File: src/rtl/biframe_pkg.sv
package biframe_pkg;

  // Strobes from control to datapath
  typedef struct packed {
    logic huntClr;   // empty the hunt history
    logic huntLoad;  // record this frame's marker as hunt history
    logic trackAdv;  // accept frame into tracking (expectation and phase)
    logic phaseClr;  // force phase output low
  } bfCtl_t;

  typedef enum logic {
    ST_LOSS    = 1'b0,
    ST_ALIGNED = 1'b1
  } bfState_t;

endpackage

File: src/rtl/bf_datapath.sv
module bf_datapath
  import biframe_pkg::*;
#(
  parameter int OCTET_W  = 8,
  parameter int MARK_BIT = 6
) (
  input  logic               clk,
  input  logic               rstN,
  input  logic [OCTET_W-1:0] ts0Octet,
  input  bfCtl_t             ctl,
  output logic               markBit,
  output logic               matchExp,
  output logic               huntHit,
  output logic               fasPhase
);

  logic prevOne;   // last hunted frame carried marker 1
  logic expMark;   // marker expected on next accepted frame

  assign markBit  = ts0Octet[MARK_BIT];
  assign matchExp = (markBit == expMark);
  assign huntHit  = prevOne && !markBit;

  always_ff @(posedge clk or negedge rstN) begin
    if (!rstN) begin
      prevOne <= 1'b0;
    end else if (ctl.huntClr) begin
      prevOne <= 1'b0;
    end else if (ctl.huntLoad) begin
      prevOne <= markBit;
    end
  end

  always_ff @(posedge clk or negedge rstN) begin
    if (!rstN) begin
      expMark  <= 1'b0;
      fasPhase <= 1'b0;
    end else if (ctl.trackAdv) begin
      expMark  <= !markBit;
      fasPhase <= !markBit;
    end else if (ctl.phaseClr) begin
      fasPhase <= 1'b0;
    end
  end


  hunt_clear_chk: assert property (@(posedge clk) disable iff (!rstN)
    ctl.huntClr |=> !huntHit);

endmodule

File: src/rtl/bf_control.sv
module bf_control
  import biframe_pkg::*;
(
  input  logic   clk,
  input  logic   rstN,
  input  logic   frameStrobe,
  input  logic   restartReq,
  input  logic   matchExp,
  input  logic   huntHit,
  output bfCtl_t ctl,
  output logic   aligned,
  output logic   lossEvent,
  output logic   realignEvent
);

  bfState_t state, nextState;

  always_comb begin
    nextState = state;
    ctl       = '0;
    if (restartReq) begin
      nextState    = ST_LOSS;
      ctl.huntClr  = 1'b1;
      ctl.phaseClr = 1'b1;
    end else if (frameStrobe) begin
      if (state == ST_LOSS) begin
        if (huntHit) begin
          nextState    = ST_ALIGNED;
          ctl.trackAdv = 1'b1;
          ctl.huntClr  = 1'b1;
        end else begin
          ctl.huntLoad = 1'b1;
        end
      end else if (matchExp) begin
        ctl.trackAdv = 1'b1;
      end else begin
        nextState    = ST_LOSS;
        ctl.huntClr  = 1'b1;
        ctl.phaseClr = 1'b1;
      end
    end
  end

  always_ff @(posedge clk or negedge rstN) begin
    if (!rstN) begin
      state        <= ST_LOSS;
      lossEvent    <= 1'b0;
      realignEvent <= 1'b0;
    end else begin
      state        <= nextState;
      lossEvent    <= (state == ST_ALIGNED) && (nextState == ST_LOSS);
      realignEvent <= (state == ST_LOSS) && (nextState == ST_ALIGNED);
    end
  end

  assign aligned = (state == ST_ALIGNED);


  idle_hold_chk: assert property (@(posedge clk) disable iff (!rstN)
    (!frameStrobe && !restartReq) |=> $stable(aligned));


  restart_loss_chk: assert property (@(posedge clk) disable iff (!rstN)
    restartReq |=> !aligned);


  realign_pulse_chk: assert property (@(posedge clk) disable iff (!rstN)
    realignEvent |-> (aligned && !$past(aligned)));


  loss_pulse_chk: assert property (@(posedge clk) disable iff (!rstN)
    lossEvent |-> (!aligned && $past(aligned)));


  event_excl_chk: assert property (@(posedge clk) disable iff (!rstN)
    $onehot0({lossEvent, realignEvent}));

endmodule

File: src/rtl/biframe_tracker.sv
module biframe_tracker
  import biframe_pkg::*;
#(
  parameter int OCTET_W  = 8,
  parameter int MARK_BIT = 6
) (
  input  logic               clk,
  input  logic               rstN,
  input  logic               frameStrobe,
  input  logic [OCTET_W-1:0] ts0Octet,
  input  logic               sysSourced,
  input  logic               restartReq,
  output logic               aligned,
  output logic               lossEvent,
  output logic               realignEvent,
  output logic               fasPhase,
  output logic               corruptEn
);

  bfCtl_t ctl;
  logic   markBit;
  logic   matchExp;
  logic   huntHit;

  bf_datapath #(
    .OCTET_W (OCTET_W),
    .MARK_BIT(MARK_BIT)
  ) dp_i (
    .clk     (clk),
    .rstN    (rstN),
    .ts0Octet(ts0Octet),
    .ctl     (ctl),
    .markBit (markBit),
    .matchExp(matchExp),
    .huntHit (huntHit),
    .fasPhase(fasPhase)
  );

  bf_control ctrl_i (
    .clk         (clk),
    .rstN        (rstN),
    .frameStrobe (frameStrobe),
    .restartReq  (restartReq),
    .matchExp    (matchExp),
    .huntHit     (huntHit),
    .ctl         (ctl),
    .aligned     (aligned),
    .lossEvent   (lossEvent),
    .realignEvent(realignEvent)
  );

  assign corruptEn = !aligned && sysSourced;


  phase_in_align_chk: assert property (@(posedge clk) disable iff (!rstN)
    fasPhase |-> aligned);


  rise_has_event_chk: assert property (@(posedge clk) disable iff (!rstN)
    $rose(aligned) |-> realignEvent);


  phase_after_realign_chk: assert property (@(posedge clk) disable iff (!rstN)
    realignEvent |-> fasPhase);

endmodule

File: config.mk
export PLATFORM = sky130hd
export DESIGN_NAME = biframe_tracker
export DESIGN_NICKNAME = d
export VERILOG_FILES = /design/src/rtl/biframe_pkg.sv /design/src/rtl/bf_datapath.sv /design/src/rtl/bf_control.sv /design/src/rtl/biframe_tracker.sv
export SDC_FILE = /design/constraint.sdc
export NUM_CORES = 1
export LEC_CHECK = 0
export BUFFER_PORTS_ARGS = -buffer_cell sky130_fd_sc_hd__buf_2
export CORE_AREA = 3 3 40 42
export CTS_CLUSTER_DIAMETER = 80
export DETAILED_ROUTE_END_ITERATION = 8
export DIE_AREA = 0 0 43 45
export GPL_TIMING_DRIVEN = 0
export SLEW_MARGIN = 20
export SYNTH_ARGS = -nofsm -noshare
export SYNTH_HDL_FRONTEND = slang
export SYNTH_HIERARCHICAL = 1
export SYNTH_SLANG_ARGS = --single-unit
File: constraint.sdc
create_clock -name clk -period 1.4 [get_ports clk]
set_input_delay 0.14 -clock clk [delete_from_list [all_inputs] [get_ports clk]]
set_output_delay 0.14 -clock clk [all_outputs]
set_load 0.01 [all_outputs]
# Yosys cells after proc, flatten, opt, wreduce, memory -nomap -nowiden
# Cells that the tools add are included.
# W data, S select, Z words.
totals:
  regBits: 6
  input_bits: 13
  output_inout_bits: 5
  elab_cells: 35
op_classes:
  n_eq_ne: 1
  muxes: 18
  bitwise: 2
  n_reduce_logical: 8
op_table:
  columns: ["cell", "count"]
  rows:
  - ["$mux W1", 16]
  - ["$logic_and A1 B1 Y1", 4]
  - ["$mux W4", 1]
  - ["$reduce_bool A2 Y1", 2]
  - ["$logic_not A1 Y1", 2]
  - ["$mux W2", 1]
  - ["$not A1 Y1", 2]
  - ["$eq A1 B1 Y1", 1]

# Depth between registers and ports, before layout
# Gate-level depths: netlist of the first run.
depth:
  ltp_word: 8
  depth_mapped: 5

# Hierarchy
# The synthesis of the first run kept the hierarchy.
modules_own_cells:
  columns: ["mod", "n_inst", "cells_per_inst", "area_per_inst_um2", "seq_area_each_um2"]
  rows:
  - ["bf_control", 1, 17, 173.9, 75.1]
  - ["bf_datapath", 1, 12, 146.4, 75.1]
  - ["biframe_tracker", 1, 1, 13.8, 0.0]

# Least setup slack after synthesis of the first run
# OpenSTA, ideal clock, no wires.
synth_path:
  path_kind: "register to register"
  startpoint: "register ctrl_i.state, in the netlist ctrl_i/aligned"
  endpoint: "register dp_i.expMark"
  arrival_ps: 1256
  required_time_ps: 1275
  path_slack_ps: 18
  stages_incl_launch_ff: 4
  path_buffers: 0
  cell_sequence: "dfrtp_1 -> nand2b_1 -> a21oi_1 -> mux2_4"
synth_rtl:
  columns: ["element", "line", "rtl"]
  rows:
  - ["from (decl)", "bf_control.sv:16", "bfState_t state, nextState;"]
  - ["from (signal assigned)", "bf_control.sv:50", "state <= nextState;"]
  - ["to (signal assigned)", "bf_datapath.sv:39", "expMark <= !markBit;"]
  - ["to (decl)", "bf_datapath.sv:18", "logic expMark;"]

==> results.cfg, run 1 <==
[synth]
yosysWarnings = 6
synth.net_count = 42
avgSynthCellArea_um2 = 11.3
synthCells = 29
synth_area_um2 = 327

[die]
die_area_um2 = 1940
die_y_um = 45
ios = 18
coreArea_um2 = 1280
rows = 13
dieWidth_um = 43
start_util_pct = 25.4

[global_routing]
grt_usage_pct = 7.45
grt_pass1_wl_um = 1020
grt_pass1_vias = 245
grt_max_degree = 11
antenna_found_initial = 0
overflow = 0

[worst_setup_path]
crit_path_start_kind = flop
cp.required_ps = 1520
r2r_setup_slack_ps = 60
critPathKind = flop to flop
critPathArrivalTime_ps = 1460
cp-end-kind = flop
reg2reg_to = dp_i/expMark
r2r-start = ctrl_i/aligned
reg2reg_depth = 3
crit_fanout = 10

[routing]
ant_nets = 0
drtPass1Iterations = 1
met1_length_um = 293
dr_total_vias = 249
drc = 0
drt_wl_total_um = 623
viasPerCell = 4.29
wl_met3_um = 61
wl_met2_um = 268
drtIter0Drc = 0
wire_per_inst_um = 10.7
top_layer = met3

[power_and_ir_drop]
p_per_area_nw_per_um2 = 996
vdd_drop_max_v = 0.000400
p_leak_uw = 0.000215

[timing]
post-route-min-period_ps = 1340
fin_crit_sh_pct = 95.8
finalHoldViolCount = 0
max_freq_ghz = 0.746
finalSetupViolCount = 0
max_slew.worst_pin.slew_ps = 205
rsz0062_at_grt = no
slew_headroom_pct = 86.3
holdWs_ps = 98.6
clock_skew_ps = 4.80
final_max_slew_viol_count = 0

[layout]
fill_cells = 144
diodes = 0
multi_input_area_um2 = 176
seqCellArea_um2 = 151
fin_area_um2 = 433
fin_util_pct = 33.7
drive_gt1_share_pct = 53.5
layout.nets = 58
syn_to_final_growth_pct = 32.6

[min_path]
hp-class = input port to flop
hold_end = ctrl_i/aligned
hp-start = restartReq
whs_path_depth = 2

[placed_design]
placedInstanceArea_um2 = 395
hpwl_um = 462
io_buffer_count = 10
place.gp.congestion = 0.739

[clock_tree]
cts_max_level = 1
cts_root_buffer = clkbuf_4
cts_made_buffers = 3
cts_tree = done
worstSkewPairLatency_ps = 250
clkTransAtPathRegs_ps = 50
clock-sinks = 6
clock_path_buffers = 2
cts_setup_buffers = 0

[status]
status = complete, no violations

[run]
cap_violations = 0
repair_timing:
action                     in CTS  in global routing
setup endpoints to repair       2                  2
hold buffers                    1                  0
gates resized for setup         1                  1
pin swaps                       0                  1
hold endpoints to repair        6                  0
cloned                          0                  0
worst max-delay path by stage:
stage,start,end,slack (ps),cells after the start
6_report,ctrl_i/aligned,dp_i/expMark,60,3
5_1_grt,dp_i/expMark,dp_i/expMark,7,4
4_1_cts,ctrl_i/aligned,dp_i/expMark,20,3
3_5_place_dp,ctrl_i/aligned,dp_i/expMark,-20,3
3_3_place_gp,ctrl_i/aligned,dp_i/expMark,-20,3
2_1_floorplan,ctrl_i/aligned,dp_i/expMark,20,3
layer usage:
metal | GRT usage [%] | up-vias
met1 | 9.31 | 113
met5 | 0 | -
met3 | 2.79 | 0
met2 | 10.5 | 8
li1 | - | 128
met4 | 5.42 | 0
state kept, by name, summed over array words and instances (netlist names):
| register | flops |
|---|---|
| dp_i/fasPhase | 1 |
| ctrl_i/lossEvent | 1 |
| ctrl_i/realignEvent | 1 |
| ctrl_i/aligned | 1 |
| dp_i/prevOne | 1 |
| dp_i/expMark | 1 |
critical path: stages (launching register included):
cell and delay [ps]:
dfrtp_2 480, nand2b_1 200, a21oi_2 210, mux2_4 320
metrics by stage:
stage               TNS, ps  setup WS, ps  instances  total power [µW]
finish                    0          59.3         58               431
global route              0          6.79         58               463
CTS                       0          19.1         58               443
detailed placement    -29.9         -22.9         54               269
global placement      -24.0         -24.0         54               269
floorplan                 0          18.5         29               246
report_power, final:
part | leakage (µW) | switching, µW | internal [µW] | total, µW
Clock | 0.0000138 | 65.0 | 97.2 | 162
Combinational | 0.000121 | 30.8 | 47.0 | 77.8
Sequential | 0.0000806 | 7.30 | 184 | 191
cell usage in the layout (no fill, tap or decap), types with 2 or more instances in the layout:
cell and count:
dfrtp_1 5, nand2b_1 3, clkbuf_4 3, a21oi_2 2, buf_2 10, nor2_1 3
area by class of cell:
class	instances	area share, %
inverter	1	0.867
sequential	6	35.0
multi-input combinational	22	40.8
tap	15	4.34
clock buffer	3	5.20
timing repair buffer	11	13.9
Power figures use the tool's default switching activity.
==> run 2, diff against run 1 <==
CELL_PAD_IN_SITES_DETAIL_PLACEMENT = 1   (was not set)
CELL_PAD_IN_SITES_GLOBAL_PLACEMENT = 1   (was not set)
PLACE_DENSITY_LB_ADDON = 0.1   (was not set)
==> results.cfg, run 2 (synthesis results as in run 1) <==
[timing]
max_slew.worst_pin.slew_ps = 217
post-route-min-period_ps = 1300
finalHoldViolCount = 0
finalWorstSetupSlack_ps = 98.3
holdWs_ps = 99.5
rsz0062_at_grt = no
finalSetupViolCount = 0
slew_headroom_pct = 85.4
max_freq_ghz = 0.768
fin_crit_sh_pct = 93.0
final_max_slew_viol_count = 0
clock_skew_ps = 2.58

[clock_tree]
cts_tree = done
worstSkewPairLatency_ps = 250
clkTransAtPathRegs_ps = 50
clock_path_buffers = 2
cts_made_buffers = 3
cts_max_level = 1
cts_root_buffer = clkbuf_4
clock-sinks = 6

[worst_setup_path]
crit_chain = xnor2_1 -> nand2_1 -> a21oi_2 -> mux2_4
cp_slowest_cell = dfrtp_1
critPathKind = flop to flop
cp.required_ps = 1530
cp-end-kind = flop
crit_start = dp_i/expMark
r2r_setup_slack_ps = 100
crit_path_start_kind = flop
critical_path.max_stage_delay_ps = 390
crit_fanout = 3
r2r-start = dp_i/expMark
reg2reg_depth = 4
critPathArrivalTime_ps = 1430

[layout]
fin_area_um2 = 448
final_cell_count_no_fill = 60
diodes = 0
syn_to_final_growth_pct = 37.2
layout.nets = 60
mostFrequentLayoutCell = buf_2
final_cell_mix = buf_2 (10), dfrtp_1 (5), clkbuf_4 (3), nand2b_1 (3), nor2_1 (3)
drive_gt1_share_pct = 55.6

[power_and_ir_drop]
p_per_area_nw_per_um2 = 962
vdd_drop_max_v = 0.000342
p_leak_uw = 0.000226
p_total_uw = 431

[global_routing]
grt_max_degree = 11
grt_usage_pct = 9.44
grt_pass1_vias = 291
overflow = 0
antenna_found_initial = 0
grt_pass1_wl_um = 1240

[routing]
viasPerCell = 4.48
wire_per_inst_um = 11.7
drtPass1Iterations = 1
drtIter0Drc = 0
ant_nets = 0
dr_total_vias = 269
drc = 0
drt_wl_total_um = 702

[die]
rows = 13
die_y_um = 45
ios = 18
coreArea_um2 = 1280
die_area_um2 = 1940
start_util_pct = 25.4
dieWidth_um = 43

[min_path]
hp-class = input port to flop
whs_path_depth = 2
hp-start = restartReq

[placed_design]
hpwl_um = 546
placedInstanceArea_um2 = 395
dp_slack_ps = -70.1
place_inst = 54
io_buffer_count = 10
place.gp.congestion = 0.708

[run]
cap_violations = 0

[status]
status = complete, no violations
-- run 2: area by class of cell --
type	instances	area (µm²)
Clock buffer	3	22.5
Sequential cell	6	151
Timing Repair Buffer	13	75.1
Fill cell	156	837
Inverter	1	3.75
Multi-Input combinational cell	22	176
Tap cell	15	18.8
-- run 2: critical path: cells and delay by family (launching register included) --
kind	cells	cell delay, ps
xor+xnor	1	170
compound gates	1	210
flops	1	390
mux	1	320
simple gates	1	100
-- run 2: report_power, final --
| group | internal, µW | switching (µW) | leakage (µW) |
|---|---|---|---|
| Clock | 97.0 | 63.0 | 0.0000138 |
| Combinational | 48.2 | 31.2 | 0.000131 |
| Sequential | 184 | 7.28 | 0.0000806 |
-- run 2: path summary, 6_finish.rpt --
| kind | to |
|---|---|
| setup / recovery | dp_i/expMark |
| hold / removal | ctrl_i/aligned |
| setup reg to reg | dp_i/expMark |
| hold reg to reg | dp_i/fasPhase |
| max in group asynchronous | ctrl_i/aligned |
| min in group asynchronous | ctrl_i/realignEvent |
-- run 2: per-layer routing --
metal | GRT usage [%] | wire (µm) | vias up
li1 | - | - | 131
met1 | 9.49 | 301 | 126
met2 | 13.8 | 329 | 9
met3 | 3.98 | 38 | 3
met4 | 10.8 | 32 | 0
met5 | 0 | 0 | -
-- run 2: per-stage QoR --
step / TNS [ps] / utilization, %
finish: 0 / 34.9
floorplan: 0 / -
detailed placement: -121 / 30.8
global route: 0 / 34.9
global placement: -113 / 30.8
CTS: 0 / 33.7
-- run 2: timing repair --
action	CTS	global route
hold endpoints to repair	6	0
cloned	0	0
resized for setup	2	0
pin swaps	0	1
endpoints found under the setup margin	2	1
buffers inserted	0	2
hold buffers	1	0
